### config.mk
export PLATFORM = sky130hd
export DESIGN_NAME = sector_erase_seq
export DESIGN_NICKNAME = d
export VERILOG_FILES = /design/src/rtl/sec_erase_pkg.sv /design/src/rtl/sec_win_timer.sv /design/src/rtl/sec_erase_eng.sv /design/src/rtl/sec_cmd_fsm.sv /design/src/rtl/sector_erase_seq.sv
export SDC_FILE = /design/constraint.sdc
export NUM_CORES = 1
export LEC_CHECK = 0
export BUFFER_PORTS_ARGS = -buffer_cell sky130_fd_sc_hd__buf_2
export CORE_ASPECT_RATIO = 1.75
export CORE_MARGIN = 4
export CORE_UTILIZATION = 30
export CTS_CLUSTER_SIZE = 10
export DETAILED_ROUTE_END_ITERATION = 10
export PLACE_DENSITY = 0.48
export SKIP_CTS_REPAIR_TIMING = 1
export SYNTH_ARGS = -nofsm -noshare
export SYNTH_HDL_FRONTEND = slang
export SYNTH_SLANG_ARGS = --single-unit
### constraint.sdc
create_clock -name clk_i -period 2.05 [get_ports clk_i]
set_input_delay 0.41 -clock clk_i [delete_from_list [all_inputs] [get_ports clk_i]]
set_output_delay 0.41 -clock clk_i [all_outputs]
set_load 0.02 [all_outputs]
### src/rtl/sec_erase_pkg.sv
package sec_erase_pkg;
  typedef enum logic [3:0] {
    ST_READ, ST_UL1, ST_UL2, ST_SETUP, ST_UL3, ST_UL4, ST_WIN, ST_ERASE, ST_SUSP
  } st_e;

  localparam logic [10:0] ADR_A    = 11'h555;
  localparam logic [10:0] ADR_B    = 11'h2AA;
  localparam logic [7:0]  D_UNLK1  = 8'hAA;
  localparam logic [7:0]  D_UNLK2  = 8'h55;
  localparam logic [7:0]  D_SETUP  = 8'h80;
  localparam logic [7:0]  D_SERASE = 8'h30;
  localparam logic [7:0]  D_SUSP   = 8'hB0;
endpackage

### src/rtl/sec_win_timer.sv
module sec_win_timer #(
  parameter int WIN_CYC = 2500
) (
  input  logic clk_i,
  input  logic rst_ni,
  input  logic start_i,
  input  logic run_i,
  output logic expired_o
);
  localparam int CW = $clog2(WIN_CYC + 1);

  logic [CW-1:0] cnt_q;

  always_ff @(posedge clk_i or negedge rst_ni) begin
    if (!rst_ni)      cnt_q <= '0;
    else if (start_i) cnt_q <= '0;
    else if (run_i && !expired_o) cnt_q <= cnt_q + 1'b1;
  end

  assign expired_o = run_i && (cnt_q == CW'(WIN_CYC - 1));

  // restart must never expire in the following cycle (WIN_CYC >= 2)
  assert_restart_R4: assert property (@(posedge clk_i) disable iff (!rst_ni)
    start_i |=> !expired_o);
endmodule

### src/rtl/sec_erase_eng.sv
module sec_erase_eng #(
  parameter int SECT_BITS = 3,
  parameter int PREP_CYC  = 64,
  parameter int ERASE_CYC = 1024
) (
  input  logic                        clk_i,
  input  logic                        rst_ni,
  input  logic                        mark_i,
  input  logic [SECT_BITS-1:0]        mark_idx_i,
  input  logic                        clr_i,
  input  logic                        run_i,
  output logic [(1<<SECT_BITS)-1:0]   pend_o,
  output logic                        prog_o,
  output logic                        fin_o
);
  localparam int NSECT = 1 << SECT_BITS;
  localparam int MAXC  = (PREP_CYC > ERASE_CYC) ? PREP_CYC : ERASE_CYC;
  localparam int CW    = $clog2(MAXC + 1);

  logic [NSECT-1:0] pend_q, pend_d, cur_oh, mark_oh;
  logic [CW-1:0]    cnt_q;
  logic             ers_q;
  logic             step, last_pre, last_ers;

  // lowest pending sector goes first
  assign cur_oh   = pend_q & (~pend_q + {{(NSECT-1){1'b0}}, 1'b1});
  assign step     = run_i && (pend_q != '0);
  assign last_pre = cnt_q == CW'(PREP_CYC - 1);
  assign last_ers = cnt_q == CW'(ERASE_CYC - 1);

  for (genvar g = 0; g < NSECT; g++) begin : g_mark
    assign mark_oh[g] = mark_i && (mark_idx_i == SECT_BITS'(g));
  end

  always_comb begin
    pend_d = pend_q | mark_oh;
    if (step && ers_q && last_ers) pend_d = pend_d & ~cur_oh;
    if (clr_i) pend_d = '0;
  end

  always_ff @(posedge clk_i or negedge rst_ni) begin
    if (!rst_ni) begin
      pend_q <= '0;
      ers_q  <= 1'b0;
      cnt_q  <= '0;
    end else begin
      pend_q <= pend_d;
      if (clr_i) begin
        ers_q <= 1'b0;
        cnt_q <= '0;
      end else if (step) begin
        if (!ers_q) begin
          if (last_pre) begin
            ers_q <= 1'b1;
            cnt_q <= '0;
          end else cnt_q <= cnt_q + 1'b1;
        end else if (last_ers) begin
          ers_q <= 1'b0;
          cnt_q <= '0;
        end else cnt_q <= cnt_q + 1'b1;
      end
    end
  end

  assign pend_o = pend_q;
  assign prog_o = step && !ers_q;
  assign fin_o  = step && ers_q && last_ers && ((pend_q & ~cur_oh) == '0);

  assert_freeze_R10: assert property (@(posedge clk_i) disable iff (!rst_ni)
    (!run_i && !clr_i) |=> (($past(pend_q) & ~pend_q) == '0));
  assert_one_clear_R8: assert property (@(posedge clk_i) disable iff (!rst_ni)
    !clr_i |=> ($countones($past(pend_q) & ~pend_q) <= 1));
endmodule

### src/rtl/sec_cmd_fsm.sv
module sec_cmd_fsm
  import sec_erase_pkg::*;
#(
  parameter int ADDR_W    = 16,
  parameter int SECT_BITS = 3
) (
  input  logic                 clk_i,
  input  logic                 rst_ni,
  input  logic                 wr_i,
  input  logic [ADDR_W-1:0]    addr_i,
  input  logic [7:0]           data_i,
  input  logic                 expired_i,
  input  logic                 fin_i,
  output logic                 win_start_o,
  output logic                 win_run_o,
  output logic                 mark_o,
  output logic [SECT_BITS-1:0] mark_idx_o,
  output logic                 clr_o,
  output logic                 run_o,
  output logic                 busy_o,
  output logic                 tmr_o,
  output logic                 susp_o
);
  localparam int OFS_W = ADDR_W - SECT_BITS;

  st_e  st_q, st_d;
  logic is_a, is_b, d_ers, d_sus;

  assign is_a  = addr_i[OFS_W-1:0] == OFS_W'(ADR_A);
  assign is_b  = addr_i[OFS_W-1:0] == OFS_W'(ADR_B);
  assign d_ers = data_i == D_SERASE;
  assign d_sus = data_i == D_SUSP;
  assign mark_idx_o = addr_i[ADDR_W-1 -: SECT_BITS];

  always_comb begin
    st_d   = st_q;
    mark_o = 1'b0;
    clr_o  = 1'b0;
    unique case (st_q)
      ST_READ:  if (wr_i && is_a && data_i == D_UNLK1) st_d = ST_UL1;
      ST_UL1:   if (wr_i) st_d = (is_b && data_i == D_UNLK2) ? ST_UL2   : ST_READ;
      ST_UL2:   if (wr_i) st_d = (is_a && data_i == D_SETUP) ? ST_SETUP : ST_READ;
      ST_SETUP: if (wr_i) st_d = (is_a && data_i == D_UNLK1) ? ST_UL3   : ST_READ;
      ST_UL3:   if (wr_i) st_d = (is_b && data_i == D_UNLK2) ? ST_UL4   : ST_READ;
      ST_UL4:
        if (wr_i) begin
          if (d_ers) begin
            st_d   = ST_WIN;
            mark_o = 1'b1;
          end else st_d = ST_READ;
        end
      ST_WIN:
        if (wr_i) begin
          if (d_ers) mark_o = 1'b1;
          else if (!d_sus) begin
            st_d  = ST_READ;
            clr_o = 1'b1;
          end
        end else if (expired_i) st_d = ST_ERASE;
      ST_ERASE:
        if (fin_i) st_d = ST_READ;
        else if (wr_i && d_sus) st_d = ST_SUSP;
      ST_SUSP:  if (wr_i && d_ers) st_d = ST_ERASE;
      default:  st_d = ST_READ;
    endcase
  end

  always_ff @(posedge clk_i or negedge rst_ni) begin
    if (!rst_ni) st_q <= ST_READ;
    else         st_q <= st_d;
  end

  assign win_start_o = mark_o;
  assign win_run_o   = st_q == ST_WIN;
  assign run_o       = st_q == ST_ERASE;
  assign busy_o      = (st_q == ST_WIN) || (st_q == ST_ERASE);
  assign tmr_o       = (st_q == ST_ERASE) || (st_q == ST_SUSP);
  assign susp_o      = st_q == ST_SUSP;

  assert_abort_R5: assert property (@(posedge clk_i) disable iff (!rst_ni)
    (st_q == ST_WIN && wr_i && !d_ers && !d_sus) |=> (st_q == ST_READ));
  assert_ignore_R9: assert property (@(posedge clk_i) disable iff (!rst_ni)
    (st_q == ST_ERASE && wr_i && !d_sus && !fin_i) |=> (st_q == ST_ERASE));
  assert_hold_susp_R10: assert property (@(posedge clk_i) disable iff (!rst_ni)
    (st_q == ST_SUSP && !(wr_i && d_ers)) |=> (st_q == ST_SUSP));
  assert_tmr_rise_R7: assert property (@(posedge clk_i) disable iff (!rst_ni)
    $rose(tmr_o) |-> ($past(st_q) == ST_WIN && $past(expired_i)));
endmodule

### src/rtl/sector_erase_seq.sv
module sector_erase_seq #(
  parameter int ADDR_W    = 16,
  parameter int SECT_BITS = 3,
  parameter int WIN_CYC   = 2500,
  parameter int PREP_CYC  = 64,
  parameter int ERASE_CYC = 1024
) (
  input  logic                      clk_i,
  input  logic                      rst_ni,
  input  logic                      wr_i,
  input  logic [ADDR_W-1:0]         addr_i,
  input  logic [7:0]                data_i,
  output logic                      busy_o,
  output logic                      tmr_o,
  output logic                      susp_o,
  output logic                      prog_o,
  output logic [(1<<SECT_BITS)-1:0] sect_o
);
  logic                 win_start, win_run, expired;
  logic                 mark, clr, run, fin;
  logic [SECT_BITS-1:0] mark_idx;

  sec_cmd_fsm #(.ADDR_W(ADDR_W), .SECT_BITS(SECT_BITS)) u_fsm (
    .clk_i, .rst_ni, .wr_i, .addr_i, .data_i,
    .expired_i   (expired),
    .fin_i       (fin),
    .win_start_o (win_start),
    .win_run_o   (win_run),
    .mark_o      (mark),
    .mark_idx_o  (mark_idx),
    .clr_o       (clr),
    .run_o       (run),
    .busy_o, .tmr_o, .susp_o
  );

  sec_win_timer #(.WIN_CYC(WIN_CYC)) u_tmr (
    .clk_i, .rst_ni,
    .start_i   (win_start),
    .run_i     (win_run),
    .expired_o (expired)
  );

  sec_erase_eng #(.SECT_BITS(SECT_BITS), .PREP_CYC(PREP_CYC), .ERASE_CYC(ERASE_CYC)) u_eng (
    .clk_i, .rst_ni,
    .mark_i     (mark),
    .mark_idx_i (mark_idx),
    .clr_i      (clr),
    .run_i      (run),
    .pend_o     (sect_o),
    .prog_o,
    .fin_o      (fin)
  );

  assert_done_empty_R8: assert property (@(posedge clk_i) disable iff (!rst_ni)
    ($fell(tmr_o) && !$past(susp_o)) |-> (sect_o == '0));
endmodule

# --- Yosys cells after proc, flatten, opt, wreduce, memory -nomap -nowiden ---
# Index checks and enable logic that the tools add are counted.
totals:
  latch_bits: 0
  ram_bits: 0
  inputBits: 27
  out_inout_bits: 12
  memories: 0
  elab_cells: 124
  regBits: 36
  mem_bits_ro: 0
op_classes:
  div_mod_pow: 0
  n_eq_ne: 36
  shift: 0
  n_addsub: 3
  reduce_logical: 34
  bitwise: 6
  muxes: 40
  n_lt_le_gt_ge: 0
  n_mul: 0
ops:
  columns: ["cell", "count"]
  rows:
  - ["11-bit 2-to-1 mux", 5]
  - ["4-bit 2-to-1 mux", 13]
  - ["4-bit case mux with 9 select lines", 1]
  - ["8-bit bitwise AND", 3]
  - ["8-bit == test (second input constant)", 3]
  - ["12-bit 2-to-1 mux", 2]
  - ["1-bit logical AND", 22]
  - ["4-bit by 3-bit == test with 1-bit output (second input constant)", 4]
  - ["8-bit 2-to-1 mux", 2]
  - ["8-bit NOT", 2]
  - ["13-bit by 10-bit == test with 1-bit output (second input constant)", 1]
  - ["13-bit by 11-bit == test with 1-bit output (second input constant)", 1]
  - ["12-bit by 1-bit adder with 12-bit output (second input constant)", 1]
  - ["12-bit == test (second input constant)", 1]
  - ["3-bit == test (second input constant)", 4]
  - ["1-bit 2-to-1 mux", 12]
  - ["3-bit != test (second input constant)", 4]
  - ["11-bit by 1-bit adder with 11-bit output (second input constant)", 1]
  - ["11-bit by 10-bit == test with 1-bit output (second input constant)", 1]
  - ["11-bit by 6-bit == test with 1-bit output (second input constant)", 1]
  - ["11-bit AND reduction", 1]
  - ["2-bit != test (second input constant)", 5]
  - ["3-bit 2-to-1 mux", 3]
  - ["8-bit by 1-bit adder with 8-bit output (second input constant)", 1]
  - ["18 further kinds", 25]

# --- Logic depth before layout (Yosys ltp) ---
# Gate-level depths: netlist (run 1).
logic_depth:
  depth_word: 9
  mapped_depth: 8
  ltp_nobuf: 7

# --- By module ---
# From an unflattened synthesis (run 1), not the netlist that was laid out.
unflattened:
  cells_unflattened: 302
  hier_area_um2: 2653.8
by_module_without_submodules:
  columns: ["module", "seq_area_each_um2", "cells_each", "instances", "area_each_um2"]
  rows:
  - ["sec_erase_eng", 500.5, 145, 1, 1311.3]
  - ["sec_win_timer", 300.3, 70, 1, 683.2]
  - ["sec_cmd_fsm", 100.1, 87, 1, 659.4]

# --- Least setup slack after synthesis (run 1) ---
# No wires, ideal clock.
synth_path:
  path_type: "reg2reg"
  start: "reg u_eng.pend_q[0], in the netlist u_eng.pend_o[0]"
  end: "reg u_fsm.st_q[0]"
  setup_ns: 0.128
  period_less_slack_ns: 2.152
  t_arrival_ns: 2.024
  stages_incl_launch_ff: 7
  path_buffers: 0
  required_ns: 1.922
  path_slack_ns: -0.102
  cell_sequence: "dfrtp_1 -> nor4_4 -> nand2_1 -> maj3_2 -> o311ai_2 -> o221ai_2 -> mux2_1"
synth_via:
  elab_chain_cells: 9
  word_cells_on_any_way: 15
  classes_between: "add/sub: 1; eq/ne: 1; mux: 2; bitwise: 4; reduce/logical: 7"
synth_lines:
  columns: ["item", "line", "rtl"]
  rows:
  - ["start: declaration", "sec_erase_eng.sv:20", "logic [NSECT-1:0] pend_q, pend_d, cur_oh, mark_oh;"]
  - ["start signal: assignment", "sec_erase_eng.sv:47", "pend_q <= pend_d;"]
  - ["8-bit NOT", "sec_erase_eng.sv:26", "assign cur_oh = pend_q & (~pend_q + {{(NSECT-1){1'b0}}, 1'b1});"]
  - ["8-bit by 1-bit adder with 8-bit output", "sec_erase_eng.sv:26", null]
  - ["8-bit bitwise AND", "sec_erase_eng.sv:26", null]
  - ["8-bit NOT", "sec_erase_eng.sv:67", "assign fin_o = step && ers_q && last_ers && ((pend_q & ~cur_oh) == '0);"]
  - ["8-bit bitwise AND", "sec_erase_eng.sv:67", null]
  - ["8-bit zero test", "sec_erase_eng.sv:67", null]
  - ["1-bit logical AND (*)", "sec_erase_eng.sv:67", null]
  - ["3-bit != test (no source line) or 4-bit 2-to-1 mux (tied branches)", null, null]
  - ["11-bit AND reduction (no source line) or 4-bit case mux with 9 select lines (tied branches)", null, null]
  - ["end signal: assignment", "sec_cmd_fsm.sv:70", "else st_q <= st_d;"]
  - ["end: declaration", "sec_cmd_fsm.sv:26", "st_e st_q, st_d;"]
# Mark *: on every way between the ends. The rest lies on a longest branch, timed or not.
# A chain may end at the register's enable or synchronous reset.

# --- Worst setup path after layout (run 1) ---
layout_path:
  start: "reg u_eng.pend_q[1], in the netlist u_eng.pend_o[1]"
  end: "reg u_fsm.st_q[1]"
# The elaborated chain is that of the path after synthesis.

==> results of run 1 <==
[power by group through the flow]
stage / Clock, mW / Combinational, mW / Sequential, mW
after floorplan: 0 / 0.173 / 0.744
after global placement: 0 / 0.306 / 0.748
after detailed placement: 0 / 0.313 / 0.749
after CTS: 0.796 / 0.313 / 0.736
after global routing: 0.824 / 0.383 / 0.737
final: 0.772 / 0.359 / 0.736
[synth_stat cells, types with 4 or more instances]
cell | n | area (um^2)
and3_1 | 4 | 25.0
o21ai_0 | 11 | 55.1
nand4_1 | 7 | 43.8
nand2_1 | 18 | 67.6
nor3_1 | 7 | 35.0
dfrtp_1 | 36 | 901
nor4_1 | 8 | 50.1
a21oi_1 | 10 | 50.1
nor2_1 | 40 | 150
nand3b_1 | 6 | 45.0
nand2b_1 | 5 | 31.3
xnor2_1 | 7 | 61.3
nand4b_1 | 5 | 43.8
xor2_1 | 12 | 105
a31oi_1 | 4 | 25.0
inv_1 | 4 | 15.0
or3_1 | 5 | 31.3
nand3_1 | 9 | 45.0
[cell families after synthesis]
group | after synthesis | synth area share [%]
simple gates | 136 | 34.1
compound gates | 45 | 13.5
flops | 36 | 39.0
xor+xnor | 19 | 7.20
buf+inv | 11 | 1.89
mux | 5 | 2.33
fa+ha+maj | 4 | 2.00
[sequential cells by signal (all words and copies together), names as in the netlist]
| signal | count |
|---|---|
| u_eng.ers_q | 1 |
| u_tmr.cnt_q | 12 |
| u_fsm.st_q | 4 |
| u_eng.cnt_q | 11 |
| u_eng.pend_o | 8 |
[critical path, stage by stage, from the launching register on]
cell and delay (ns):
dfrtp_2 0.44, nor4_4 0.30, nand2_1 0.11, maj3_2 0.35, o311ai_4 0.34, o221ai_4 0.18
mux2_4 0.32
[area by class of cell]
cell class | count | area, um^2
clock buffer | 8 | 146
fill | 768 | 4370
inverter | 4 | 15.0
multi-input combinational | 209 | 1420
sequential | 36 | 906
tap | 88 | 110
timing repair buffer | 84 | 548
[final timing paths]
| path | slack (ns) | cells after the start | endpoint | start |
|---|---|---|---|---|
| min reg2reg | 0.55 | 2 | u_eng.cnt_q[9]$_DFFE_PN0P_ | u_eng.cnt_q[9]$_DFFE_PN0P_ |
| max | -0.13 | 6 | u_fsm.st_q[1]$_DFFE_PN0P_ | u_eng.pend_o[1]$_DFF_PN0_ |
| min in group clk_i | 0.45 | 3 | u_eng.pend_o[6]$_DFF_PN0_ | addr_i[14] |
| max reg2reg | -0.13 | 6 | u_fsm.st_q[1]$_DFFE_PN0P_ | u_eng.pend_o[1]$_DFF_PN0_ |
| min | 0.1 | 1 | u_tmr.cnt_q[0]$_DFFE_PN0P_ | rst_ni |
| max in group asynchronous | 1.33 | 2 | u_eng.pend_o[0]$_DFF_PN0_ | rst_ni |
[per-layer routing]
| metal | global-route usage (%) | vias up | share of wire, % |
|---|---|---|---|
| met5 | 0 | - | 0 |
| met4 | 6.68 | 0 | 2.1 |
| met3 | 2.67 | 7 | 4.3 |
| met2 | 30.0 | 52 | 55 |
| met1 | 16.1 | 1067 | 39 |
| li1 | - | 1112 | - |
==> key figures, run 1 <==
Setup path
  • Arrival time at the worst endpoint: 2.34 ns
  • Setup CP Type: flip-flop to flip-flop
  • Endpoint class of the critical path: flip-flop
  • CP max FO: 5
  • CP startpoint kind: flip-flop
  • CP required: around 2.2 ns

Logic synthesis
  • Synth Register Bits: 36
  • Synth async-reset ratio: 100%
  • Mapped Nets: between 200 and 300
  • Post-Synthesis Mean Instance Area: ~9 um^2
  • Ys flop type: dfrtp_1
  • Sequential area share after synthesis: 39.0%
  • Post-synth EDFFs: 0
  • Syn Inst Count: 256
  • Synth warn: 0
  • Synthesized cell area: 2310 um^2
  • Cell variety after synth: 56

Status
  • Status: complete, but fails checks
  • Failing checks: setup timing

Hold path
  • Worst hold path type: input port to asynchronous set/reset pin

Final layout
  • Post-route insts no fill: ~430
  • Most frequent cells in the layout: 45 x buf_4, 40 x nor2_1, 38 x buf_2
  • Synth-to-layout area growth: 36.1%
  • Design Area, Final: 3150 um^2
  • Nets@finish: 369
  • Most common cell after layout, fill and taps aside: buf_4
  • Post-Route Utilization: 41.9%
  • Share of cells above drive strength 1: 33.1%
  • N_diodes: 0

CTS
  • CTS tree: done
  • CTS Root Cell: clkbuf_16
  • Worst-path clk slew: 0.06 ns
  • Cts bufs inserted: 5
  • Later-pin clock latency in the skew report: 0.28 ns
  • Sink Count: 36
  • H-tree Lvls: 2
  • Clk buf depth: 2

Placed design
  • DP Worst Slack: -0.262 ns
  • Number of port buffers: 38
  • Placed Area: 2940 um^2
  • Gpl congestion: 0.781
  • Dpl hpwl: 5220 um
  • Placed Cells: 419

Die
  • CORE AREA: roughly 7500 um^2
  • Io pins: 39
  • Chip height: 124 um
  • Die area: 9230 um^2
  • Die Wd: 74.3 um
  • Std cell rows: 42
  • Initial Util: 30.8%

Pwr
  • Worst vdd ir: 0.406 mV
  • Power per Cell Area: 593 nW/um^2
  • Internal Power: 1.39 mW
  • Reg power frac: ~40%
  • Sw frac: 25.7%
  • Leak: 1.28 nW
  • Power, Total: 1.87 mW
  • P_sw: slightly below 500 uW
  • Logic pwr share: 19.2%
  • Clk pwr share: about two fifths

Timing
  • Final setup TNS: -0.372 ns
  • Setup slack after layout: -0.125 ns
  • Hold slack: 0.0952 ns
  • Clock Skew: 0.00643 ns
  • Max_slew headroom: 66.7%
  • Worst-margin pin slew: between 0.5 and 0.6 ns
  • RSZ-0062 raised after global routing: true
  • Crit share post-route: 106%
  • Final-report hold violation count: 0
  • Pins over their slew limit: 0
  • Fmax achieved: 460 MHz
  • Setup-failing EPs final: 3
  • Min cycle time layout: 2.18 ns

Global routing
  • Initial antenna violation count: 0
  • Largest net degree at the start of global routing: 23
  • Vias in the first global route: roughly 2,300
  • Global-route wire length before repair: 10,900 um
  • Gr ovfl total: 0
  • GRT Resource Usage Total: ~16%

Job
  • Max-Cap Viols: 0

Drt
  • DR DRC count: 0
  • Via density: approximately 5.2
  • Routed WL: 6610 um
  • WL per Instance: 15.4 um
  • Initial DRC Count: 97
  • Vias: 2,238
  • Detailed Routing Iterations Pass 1: 4
  • Routed Antenna Nets: 0
Power figures use the tool's default switching activity.
==> run 2: changes to the inputs <==
--- a/config.mk
+++ b/config.mk
@@ -8,10 +8,10 @@
 export BUFFER_PORTS_ARGS = -buffer_cell sky130_fd_sc_hd__buf_2
 export CORE_ASPECT_RATIO = 1.75
 export CORE_MARGIN = 4
-export CORE_UTILIZATION = 30
+export CORE_UTILIZATION = 40
 export CTS_CLUSTER_SIZE = 10
 export DETAILED_ROUTE_END_ITERATION = 10
-export PLACE_DENSITY = 0.48
+export PLACE_DENSITY = 0.6
 export SKIP_CTS_REPAIR_TIMING = 1
 export SYNTH_ARGS = -nofsm -noshare
 export SYNTH_HDL_FRONTEND = slang
==> run 2 against run 1 <==
Compared with the run above:
- the flow still finishes with violations (setup timing)
- routed wire length shrank 6.6%
- maximum frequency shrank 0.33%
- global-route usage grew 3.2 points
- sequential cell count is the same
- non-clock buffer count shrank 6
- register-to-register slack is essentially flat
- cell count shrank 4.2%
- utilization grew 12 points
- first-iteration DRC count grew 11%
- final area shrank 4.5%
==> key figures, run 2 (synthesis gave the netlist of run 1 again) <==
Status
  • Status: complete, but fails checks
  • Failing checks: setup timing

CTS
  • Later-pin clock latency in the skew report: around 0.29 ns
  • Clk buf depth: 2
  • Cts bufs inserted: 5
  • Worst-path clk slew: around 0.07 ns
  • Sink Count: 36
  • CTS Root Cell: clkbuf_8
  • CTS tree: done
  • H-tree Lvls: 2

Final layout
  • Fillers: 556
  • Share of cells above drive strength 1: 30.1%
  • Synth-to-layout area growth: 30.0%
  • Design Area, Final: 3000 um^2
  • Most frequent cells in the layout: 40 x nor2_1, 40 x buf_4, 37 x buf_2
  • Post-route insts no fill: 411
  • Seq. cell area: around 910 um^2
  • Nets@finish: 363
  • Max reg flops: 12
  • Area of the multi-input gates: 1390 um^2
  • Register with the most flip-flops: u_tmr.cnt_q
  • N_diodes: 0

Pwr
  • P_sw: ~430 uW
  • Logic pwr share: 20.8%
  • Power per Cell Area: 529 nW/um^2
  • Clk pwr share: 33.0%
  • Sw frac: 27.3%
  • Internal Power: 1.15 mW
  • Power, Total: between 1.5 and 2 mW
  • Worst vdd ir: around 0.39 mV
  • Leak: 1.21 nW
  • Reg power frac: 46.2%

Global routing
  • Global-route wire length before repair: 10,300 um
  • Gr ovfl total: 0
  • Largest net degree at the start of global routing: 37
  • Initial antenna violation count: 0
  • GRT Resource Usage Total: 18.9%
  • Vias in the first global route: between 2,000 and 2,500

Timing
  • Setup slack after layout: -0.132 ns
  • Worst-margin pin slew: around 0.46 ns
  • Crit share post-route: 106%
  • Fmax achieved: 458 MHz
  • Clock Skew: approximately 0.0074 ns
  • RSZ-0062 raised after global routing: true
  • Final-report hold violation count: 0
  • Hold slack: 0.145 ns
  • Setup-failing EPs final: 3
  • Max_slew headroom: a little over two thirds
  • Min cycle time layout: 2.18 ns
  • Pins over their slew limit: 0
  • Final setup TNS: -0.386 ns

Setup path
  • Endpoint class of the critical path: flip-flop
  • CP peak stage delay: ~0.43 ns
  • CP max FO: 4
  • CP required: 2.23 ns
  • Flop2flop setup slack: -0.13 ns
  • Crit path cell chain: nor4_4 > nand2_1 > maj3_2 > o311ai_4 > o221ai_4 > mux2_1
  • Crit-path slowest cell: dfrtp_2
  • Setup CP Type: flip-flop to flip-flop
  • Arrival time at the worst endpoint: 2.36 ns
  • CP startpoint kind: flip-flop

Die
  • Die Wd: 65.5 um
  • Io pins: 39
  • Die area: 7110 um^2
  • Std cell rows: 36
  • CORE AREA: 5590 um^2
  • Chip height: 109 um
  • Initial Util: 41.4%

Drt
  • WL per Instance: 15.0 um
  • Initial DRC Count: roughly 110
  • Vias: between 2,000 and 2,500
  • DR DRC count: 0
  • Detailed Routing Iterations Pass 1: 5
  • Routed Antenna Nets: 0
  • Via density: around 5.6
  • Routed WL: 6170 um

Placed design
  • Number of port buffers: 38
  • Dpl hpwl: 4720 um
  • Gpl congestion: 0.906
  • Placed Cells: 400
  • Placed Area: roughly 2900 um^2

Hold path
  • Worst hold path type: input port to asynchronous set/reset pin

Job
  • Max-Cap Viols: 0
run 2: cell count changes in the layout (fill, tap and decap cells not counted), sizes merged:
cell  previous run  this run
buf             84        78
run 2: layout make-up:
cell class	count	area share (%)
multi-input cells	209	46.4
repair buffers	78	16.8
clock buffers	8	3.00
flip-flops and latches	36	30.2
well taps	76	3.17
inverters	4	0.500
run 2: path summary, 6_finish.rpt:
kind / start / end / depth (start not counted)
max in group asynchronous: rst_ni / u_eng.pend_o[4]$_DFF_PN0_ / 2
min in group clk_i: addr_i[14] / u_eng.pend_o[6]$_DFF_PN0_ / 3
worst min register to register: u_tmr.cnt_q[1]$_DFFE_PN0P_ / u_tmr.cnt_q[1]$_DFFE_PN0P_ / 2
worst min-delay path: rst_ni / u_eng.cnt_q[7]$_DFFE_PN0P_ / 2
worst max register to register: u_eng.pend_o[0]$_DFF_PN0_ / u_fsm.st_q[2]$_DFFE_PN0P_ / 6
worst max-delay path: u_eng.pend_o[0]$_DFF_PN0_ / u_fsm.st_q[2]$_DFFE_PN0P_ / 6
run 2: critical path, delay by kind of cell (launching register included):
kind / cells / cell delay [ns]
muxes: 1 / 0.33
DFF: 1 / 0.43
AOI/OAI and AO/OA: 2 / 0.44
and+or+nand+nor: 2 / 0.52
adders and majority gates: 1 / 0.35
run 2: power groups by stage:
stage | Sequential, mW | Clock, mW | Combinational (mW)
after floorplan | 0.744 | 0 | 0.173
after global placement | 0.747 | 0 | 0.302
after detailed placement | 0.747 | 0 | 0.306
after CTS | 0.733 | 0.549 | 0.308
after global routing | 0.734 | 0.583 | 0.358
final | 0.733 | 0.524 | 0.330
run 2: per-stage QoR:
| stage | util [%] | worst slack, ns |
|---|---|---|
| 6_report | 53.8 | -0.132 |
| 5_1_grt | 53.8 | -0.231 |
| 4_1_cts | 53.1 | -0.115 |
| 3_5_place_dp | 51.5 | -0.240 |
| 3_3_place_gp | 51.5 | -0.185 |
| 2_1_floorplan | - | -0.0596 |
run 2: layer usage:
| layer | vias to the layer above | routed length [um] | part of all wire [%] | track usage, % |
|---|---|---|---|---|
| met4 | 0 | 186 | 3.0 | 9.50 |
| met1 | 1086 | 2280 | 37 | 18.7 |
| met3 | 15 | 290 | 4.7 | 4.05 |
| li1 | 1099 | - | - | - |
| met2 | 85 | 3410 | 55 | 35.8 |
| met5 | - | 0 | 0 | 0 |
